[config.mk]
export PLATFORM = sky130hd
export DESIGN_NAME = tdd_dir_gen
export DESIGN_NICKNAME = d
export VERILOG_FILES = /design/src/rtl/tdd_pkg.sv /design/src/rtl/tdd_geom.sv /design/src/rtl/tdd_classify.sv /design/src/rtl/tdd_dir_gen.sv
export SDC_FILE = /design/constraint.sdc
export NUM_CORES = 1
export LEC_CHECK = 0
export BUFFER_PORTS_ARGS = -buffer_cell sky130_fd_sc_hd__buf_4
export CAP_MARGIN = 20
export CORE_MARGIN = 4
export CORE_UTILIZATION = 60
export DETAILED_ROUTE_END_ITERATION = 10
export GPL_TIMING_DRIVEN = 0
export MAX_ROUTING_LAYER = met4
export PLACE_DENSITY = 0.86
export SLEW_MARGIN = 20
export SYNTH_ARGS = -nofsm -noshare
export SYNTH_HDL_FRONTEND = slang
export SYNTH_SLANG_ARGS = --single-unit
[constraint.sdc]
create_clock -name clk -period 45.4 [get_ports clk]
set_clock_uncertainty 0.15 [all_clocks]
set_input_delay 9.08 -clock clk [delete_from_list [all_inputs] [get_ports clk]]
set_output_delay 9.08 -clock clk [all_outputs]
set_load 0.05 [all_outputs]
[src/rtl/tdd_pkg.sv]
package tdd_pkg;
  localparam int SYMS_PER_SLOT = 14;
  typedef enum logic [1:0] {
    DIR_DL    = 2'd0,
    DIR_UL    = 2'd1,
    DIR_GUARD = 2'd2,
    DIR_BAD   = 2'd3
  } dir_e;
endpackage

[src/rtl/tdd_geom.sv]
module tdd_geom #(
  parameter int MAX_MU = 4,
  parameter int SLOT_W = 8,
  parameter int MU_W   = 3,
  parameter int NPER_W = 5,
  parameter int SYM_W  = 4
) (
  input  logic [MU_W-1:0]   mu,
  input  logic [NPER_W-1:0] nper,
  input  logic [SLOT_W-1:0] dl_slots,
  input  logic [SYM_W-1:0]  dl_sym,
  input  logic [SYM_W-1:0]  ul_sym,
  output logic [SLOT_W-1:0] spf,
  output logic [SLOT_W-1:0] spp,
  output logic              err
);
  import tdd_pkg::*;
  localparam logic [SYM_W:0] SYM_LIMIT = (SYM_W+1)'(SYMS_PER_SLOT);

  logic              mu_ok;
  logic [SLOT_W-1:0] nper_ext;
  logic [SLOT_W-1:0] rem;
  logic [SYM_W:0]    sym_sum;

  assign mu_ok    = (int'(mu) <= MAX_MU);
  assign spf      = mu_ok ? (SLOT_W'(10) << mu) : '0;
  assign nper_ext = SLOT_W'(nper);
  assign spp      = (nper_ext != '0) ? (spf / nper_ext) : '0;
  assign rem      = (nper_ext != '0) ? (spf % nper_ext) : '0;
  assign sym_sum  = {1'b0, dl_sym} + {1'b0, ul_sym};
  assign err      = !mu_ok || (nper_ext == '0) || (rem != '0) ||
                    (sym_sum > SYM_LIMIT) || (dl_slots >= spp);


  always_comb begin
    if (!err)
      no_partial_period_chk: assert ((spp * nper_ext) == spf);
  end
endmodule

[src/rtl/tdd_classify.sv]
module tdd_classify #(
  parameter int SLOT_W = 8,
  parameter int SYM_W  = 4
) (
  input  logic [SLOT_W-1:0] slot,
  input  logic [SYM_W-1:0]  sym,
  input  logic [SLOT_W-1:0] spf,
  input  logic [SLOT_W-1:0] spp,
  input  logic              err,
  input  logic [SLOT_W-1:0] dl_slots,
  input  logic [SYM_W-1:0]  dl_sym,
  input  logic [SYM_W-1:0]  ul_sym,
  output tdd_pkg::dir_e     code
);
  import tdd_pkg::*;
  localparam logic [SYM_W:0] SYM_LIMIT = (SYM_W+1)'(SYMS_PER_SLOT);

  logic [SLOT_W-1:0] pos;
  logic [SYM_W:0]    sym_ext;
  logic [SYM_W:0]    ul_start;

  assign pos      = (spp != '0) ? (slot % spp) : '0;
  assign sym_ext  = {1'b0, sym};
  assign ul_start = SYM_LIMIT - {1'b0, ul_sym};

  always_comb begin
    if (err || (sym_ext >= SYM_LIMIT) || (slot >= spf))
      code = DIR_BAD;
    else if (pos < dl_slots)
      code = DIR_DL;
    else if (pos == dl_slots) begin
      if (sym < dl_sym)             code = DIR_DL;
      else if (sym_ext >= ul_start) code = DIR_UL;
      else                          code = DIR_GUARD;
    end else
      code = DIR_UL;
  end
endmodule

[src/rtl/tdd_dir_gen.sv]
module tdd_dir_gen #(
  parameter int MAX_MU = 4,
  parameter int MU_W   = 3,
  parameter int NPER_W = 5,
  parameter int SYM_W  = 4,
  parameter int SLOT_W = $clog2(10 * (1 << MAX_MU) + 1)
) (
  input  logic              clk,
  input  logic              rst_n,
  input  logic [MU_W-1:0]   cfg_mu,
  input  logic [NPER_W-1:0] cfg_nper,
  input  logic [SLOT_W-1:0] cfg_dl_slots,
  input  logic [SYM_W-1:0]  cfg_dl_sym,
  input  logic [SYM_W-1:0]  cfg_ul_sym,
  output logic              cfg_err,
  output logic [SLOT_W-1:0] slots_per_frame,
  output logic [SLOT_W-1:0] slots_per_period,
  input  logic              in_valid,
  output logic              in_ready,
  input  logic [SLOT_W-1:0] in_slot,
  input  logic [SYM_W-1:0]  in_sym,
  output logic              out_valid,
  input  logic              out_ready,
  output logic [1:0]        out_dir
);
  import tdd_pkg::*;

  dir_e code;

  tdd_geom #(.MAX_MU(MAX_MU), .SLOT_W(SLOT_W), .MU_W(MU_W),
             .NPER_W(NPER_W), .SYM_W(SYM_W)) u_geom (
    .mu(cfg_mu), .nper(cfg_nper), .dl_slots(cfg_dl_slots),
    .dl_sym(cfg_dl_sym), .ul_sym(cfg_ul_sym),
    .spf(slots_per_frame), .spp(slots_per_period), .err(cfg_err)
  );

  tdd_classify #(.SLOT_W(SLOT_W), .SYM_W(SYM_W)) u_cls (
    .slot(in_slot), .sym(in_sym), .spf(slots_per_frame),
    .spp(slots_per_period), .err(cfg_err), .dl_slots(cfg_dl_slots),
    .dl_sym(cfg_dl_sym), .ul_sym(cfg_ul_sym), .code(code)
  );

  assign in_ready = !out_valid || out_ready;

  always_ff @(posedge clk or negedge rst_n) begin
    if (!rst_n) begin
      out_valid <= 1'b0;
      out_dir   <= 2'd0;
    end else if (in_ready) begin
      out_valid <= in_valid;
      if (in_valid) out_dir <= code;
    end
  end


  accept_to_valid_chk: assert property (@(posedge clk) disable iff (!rst_n)
    (in_valid && in_ready) |=> out_valid);


  hold_under_stall_chk: assert property (@(posedge clk) disable iff (!rst_n)
    (out_valid && !out_ready) |=> (out_valid && $stable(out_dir)));


  stall_blocks_input_chk: assert property (@(posedge clk) disable iff (!rst_n)
    (out_valid && !out_ready) |-> !in_ready);


  bad_symbol_code_chk: assert property (@(posedge clk) disable iff (!rst_n)
    (in_valid && in_ready && (int'(in_sym) >= SYMS_PER_SLOT)) |=> (out_dir == 2'd3));
endmodule

# Yosys cells after proc, flatten, opt, wreduce, memory -nomap -nowiden
# Cells that the tools add are included.
totals:
  n_memories: 0
  latchBits: 0
  wordCells: 40
  output_inout_bits: 21
  reg_bits: 3
  in_bits: 40
  mem_bits_ro: 0
  ramBits: 0
classes:
  magnitude_cmp: 8
  addsub: 2
  div_mod_pow: 3
  shift: 1
  eq_ne: 1
  bitwise: 0
  mux: 9
  n_mul: 0
  n_reduce_logical: 14
op_table:
  columns: ["operator", "count"]
  rows:
  - ["two-way mux 8 bit", 4]
  - ["nonzero test 8 bit", 3]
  - ["greater-or-equal comparator 8 bit", 2]
  - ["two-way mux 2 bit", 5]
  - ["divider 8 x 5 -> 8 bit", 1]
  - ["== test 8 bit", 1]
  - ["logical NOT 8 bit", 1]
  - ["less-than comparator 8 bit", 1]
  - ["remainder unit 8 x 5 -> 8 bit", 1]
  - ["remainder unit 8 x 8 -> 8 bit", 1]
  - ["<< shifter 4 x 3 -> 8 bit, first input constant", 1]
  - ["logical OR 1 bit", 7]
  - ["adder 4 x 4 -> 5 bit", 1]
  - ["greater-or-equal comparator 4 x 5 -> 1 bit", 1]
  - ["> comparator 5 x 4 -> 1 bit, second input constant", 1]
  - ["subtractor 4 x 4 -> 5 bit, first input constant", 1]
  - ["greater-or-equal comparator 4 bit, second input constant", 1]
  - ["less-than comparator 4 bit", 1]
  - ["less-or-equal comparator 3 bit, second input constant", 1]
  - ["logical NOT 1 bit", 2]
  - ["AND reduction 2 bit", 1]

# Depth between registers and ports, before layout
logic_depth:
  word_depth: 11
  depth_mapped: 126
  ltp_nobuf: 121

# Hierarchy
# A second synthesis with hierarchy kept.
unflattened:
  hier_cells: 636
  hier_area_um2: 4715.8
modules_own_cells:
  columns: ["mod", "instances", "area_each_um2", "cells_per_inst"]
  rows:
  - ["tdd_classify", 1, 2595.0, 358]
  - ["tdd_geom", 1, 1988.2, 270]
  - ["tdd_dir_gen", 1, 132.6, 8]

# Worst setup path after synthesis
# No wires, ideal clock.
synth_path:
  kind: "input to register"
  from: "input cfg_mu[2]"
  to: "register out_dir[1]"
  path_stages: 114
  arrival_time_ps: 33618
  slack_ps: 11496
  path_cell_list: "buf_2 -> nor3b_1 -> ha_1 -> a21oi_1 -> a21oi_1 -> ha_1 -> o21a_1 -> o31a_1 -> o32a_4 -> inv_1 -> ha_1 -> a41oi_1 -> a311oi_2 -> o32ai_1 -> ha_1 -> a21oi_1 -> a211oi_1 -> or2_2 -> [... 78 more ...] -> a21boi_0 -> o21a_1 -> nor2_1 -> o21ai_0 -> a21o_1 -> a21oi_1 -> nand2_1 -> and3_1 -> ha_1 -> nor2b_1 -> o21ai_0 -> nand2b_1 -> a21oi_1 -> nor2_1 -> a211oi_1 -> nor3b_1 -> nor2b_1 -> a31oi_1"
synth_via:
  elab_chain_cells: 11
synth_rtl:
  columns: ["item", "line_no", "source"]
  rows:
  - ["start, declared", "tdd_dir_gen.sv:10", "input logic [MU_W-1:0] cfg_mu,"]
  - ["less-or-equal comparator 3 bit or << shifter 4 x 3 -> 8 bit (tied branches)", "tdd_geom.sv:25, tdd_geom.sv:26", null]
  - ["two-way mux 8 bit (*)", "tdd_geom.sv:26", "assign spf = mu_ok ? (SLOT_W'(10) << mu) : '0;"]
  - ["named net slots_per_frame[7]", "tdd_dir_gen.sv:16", "output logic [SLOT_W-1:0] slots_per_frame,"]
  - ["branches (longest 8 deep; another with divider 8 x 5 -> 8 bit)", null, null]
  - ["two-way mux 2 bit (*)", "tdd_classify.sv:27", "if (err || (sym_ext >= SYM_LIMIT) || (slot >= spf))"]
  - ["end signal, assigned", "tdd_dir_gen.sv:51", "if (in_valid) out_dir <= code;"]
  - ["end, declared", "tdd_dir_gen.sv:24", "output logic [1:0] out_dir"]
# Mark *: on every way through the listed nets, which the timed path passes.
# A chain may end at the register's enable or synchronous reset.

# Worst setup path after layout
layout_path:
  from: "input cfg_mu[2]"
  to: "register out_dir[0]"
layout_via:
  elab_chain_cells: 11
layout_rtl:
  columns: ["item", "line_no"]
  rows:
  - ["branches (longest 10 deep; another with divider 8 x 5 -> 8 bit)", null]
  - ["two-way mux 2 bit (*)", "tdd_classify.sv:27"]
# Every way passes the cells marked *.

==> impl_metrics.toml <==
[status]
status = "finished clean"

[logic_synthesis]
synth_compound_area_share_pct = 31.1
yosys_warnings = 0
yosys.area_share.xor_xnor_pct = 4.90
seq_area_frac_synth_pct = 1.61
synth_flop_cell = "dfrtp_1"
synthCells = 644
synthSimpleGateAreaFrac_pct = 23.0
synthAdderAreaFrac_pct = 29.3
syn_avg_cell_area_sq_um = 7.22
synth_edf_count = 0
ys_seq_elements = 3
synth_top_family_by_area = "compound AO/OA/AOI/OAI gates"
synthesis.area_sq_um = 4650
muxShareOfSynthArea_pct = 3.47
async_reset_ff_share_pct = 100
syn_nets = 791
yosysUniqueCellTypes = 73

[worst_setup_path]
crit_arrival_ns = 36.56
r2r_slack_ns = 43.83
required_ns = 45.33
path_class = "input pin to flop"
worst-path-max-fanout = 10
slowest_stage = "o311ai_1"
cp-end-kind = "flop"
critPathLaunchType = "input pin"
cpMostUsedCell = "ha_1"
max_stage_delay_ns = 0.85

[clock_tree]
cts_tree = "yes"
clk_path_buf_depth = 2
cts_buffers = 3
cts_root_buf = "clkbuf_8"
cts_setup_buffers = 0
cts.sinks = 3
insertion_delay_ns = 0.22
cts_hold_buf = 0
clkTransAtPathRegs_ns = 0.03
h-tree-depth = 1
cts_resized = 0

[layout]
final_cell_mix = "104 x ha_1, 64 x inv_1, 60 x buf_4"
fillers = 613
fin_util_pct = 71.1
final_common_cell = "ha_1"
antenna_cells = 0
final_layout_size_suffix_gt1_share_pct = 15.1
multi_input_area_sq_um = 4270
nNetsFinal = 855
final-seq-area_sq_um = 75.1
area_growth_pct = 13.3

[route]
drt_pass1_iterations = 6
vias = 5042
via_per_inst = 6.26
drc_errors = 0
drt_iter0_markers = 382
wl_mm = 12.9
antenna_left = 0
avgRoutedWirePerCell_um = 16.0

[global_routing]
grt_pass1_wl_mm = 20.9
grt-ovfl-total = 0
grt_usage_pct = 28.7
antenna_found_initial = 0
grt_max_degree = 12
grt_pass1_vias = 4723

[sta]
max_freq_mhz = 27.3
hold_viol = 0
tns_ns = 0
setup_viol = 0
post-route-period-util_pct = 80.7
worstMarginPinSlew_ns = 0.968
drv_slew = 0
maxSlewHeadroom_pct = 33.8
rsz0062_at_grt = "no"
timing.final.crit_period_ns = 36.63

[die]
num_io_pins = 61
start_util_pct = 62.8
core_sq_um = 7410
dieArea_sq_um = 9230
die_h_um = 96.1
die_x_um = 96.1
num_rows = 31

[min_path]
min_path_type = "flop to flop"

[job]
drv_cap = 0

[place]
dpl.hpwl_mm = 10.8
io_buffers = 57
place.gp.congestion = 0.974
[sequential cells by signal, indices dropped and copies added (netlist names)]
register	count
out_valid	1
out_dir	2
[worst paths after layout]
kind | from | endpoint | depth (start not counted)
max reg2reg | out_valid | out_dir[1] | 6
min reg2reg | out_valid | out_valid | 2
min | out_valid | out_valid | 2
min in group asynchronous | rst_n | out_dir[0] | 1
max | cfg_mu[2] | out_dir[0] | 118
max in group asynchronous | rst_n | out_dir[1] | 1
[critical path, delay by kind of cell]
| family | cells | cell delay, ns |
|---|---|---|
| and+or+nand+nor | 24 | 4.27 |
| adders and majority gates | 17 | 5.17 |
| buffers and inverters | 11 | 2.05 |
| AOI/OAI and AO/OA | 64 | 15.27 |
| muxes | 2 | 0.71 |
[logic make-up (layout without fill, tap and decap cells)]
| kind of cell | Yosys count | count (layout) |
|---|---|---|
| xor gates and xnor gates | 26 | 26 |
| DFF | 3 | 3 |
| other | 1 | 1 |
| and+or+nand+nor | 211 | 211 |
| adders and majority gates | 107 | 107 |
| AOI/OAI and AO/OA | 205 | 205 |
| buffers and inverters | 76 | 139 |
| muxes | 15 | 15 |
[layer usage]
layer | vias up | GRT usage (%) | wire length, um
met1 | 2334 | 36.8 | 5760
li1 | 2491 | - | -
met5 | - | - | 0
met3 | 30 | 1.72 | 958
met4 | 0 | 9.36 | 294
met2 | 187 | 47.8 | 5890
[stage by stage]
stage / instances / area [sq um] / hold WS [ns] / setup WS (ns)
after global routing: 806 / 5270 / 0.432 / 6.71
after floorplan: 644 / 4650 / 0.632 / 11.50
final: 806 / 5270 / 0.378 / 8.77
after global placement: 800 / 5200 / 0.362 / 9.24
after CTS: 806 / 5270 / 0.387 / 9.15
after detailed placement: 802 / 5220 / 0.378 / 9.05
[cell type report]
type / count / area share, %
multi-input cells: 565 / 81.1
well taps: 99 / 2.35
repair buffers: 59 / 8.41
plain buffers: 12 / 1.28
inverters: 64 / 4.56
flip-flops and latches: 3 / 1.42
clock buffers: 4 / 0.855
[cell usage after synthesis (all sizes together), types with 11 or more instances]
cell type	number	area [sq um]
nor2b	12	75.1
nand2b	22	138
xnor2	15	131
o211ai	11	101
a21oi	44	231
o21ai	40	200
o21a	25	188
inv	64	240
nand2	41	156
a31oi	14	93.8
ha	104	1300
nor3	26	135
nor2	59	221
xor2	11	96.3
a21o	20	150
Power is left out: the tool's default activity adds up to more than one toggle a clock period on the data nets, which glitch-free logic cannot reach.
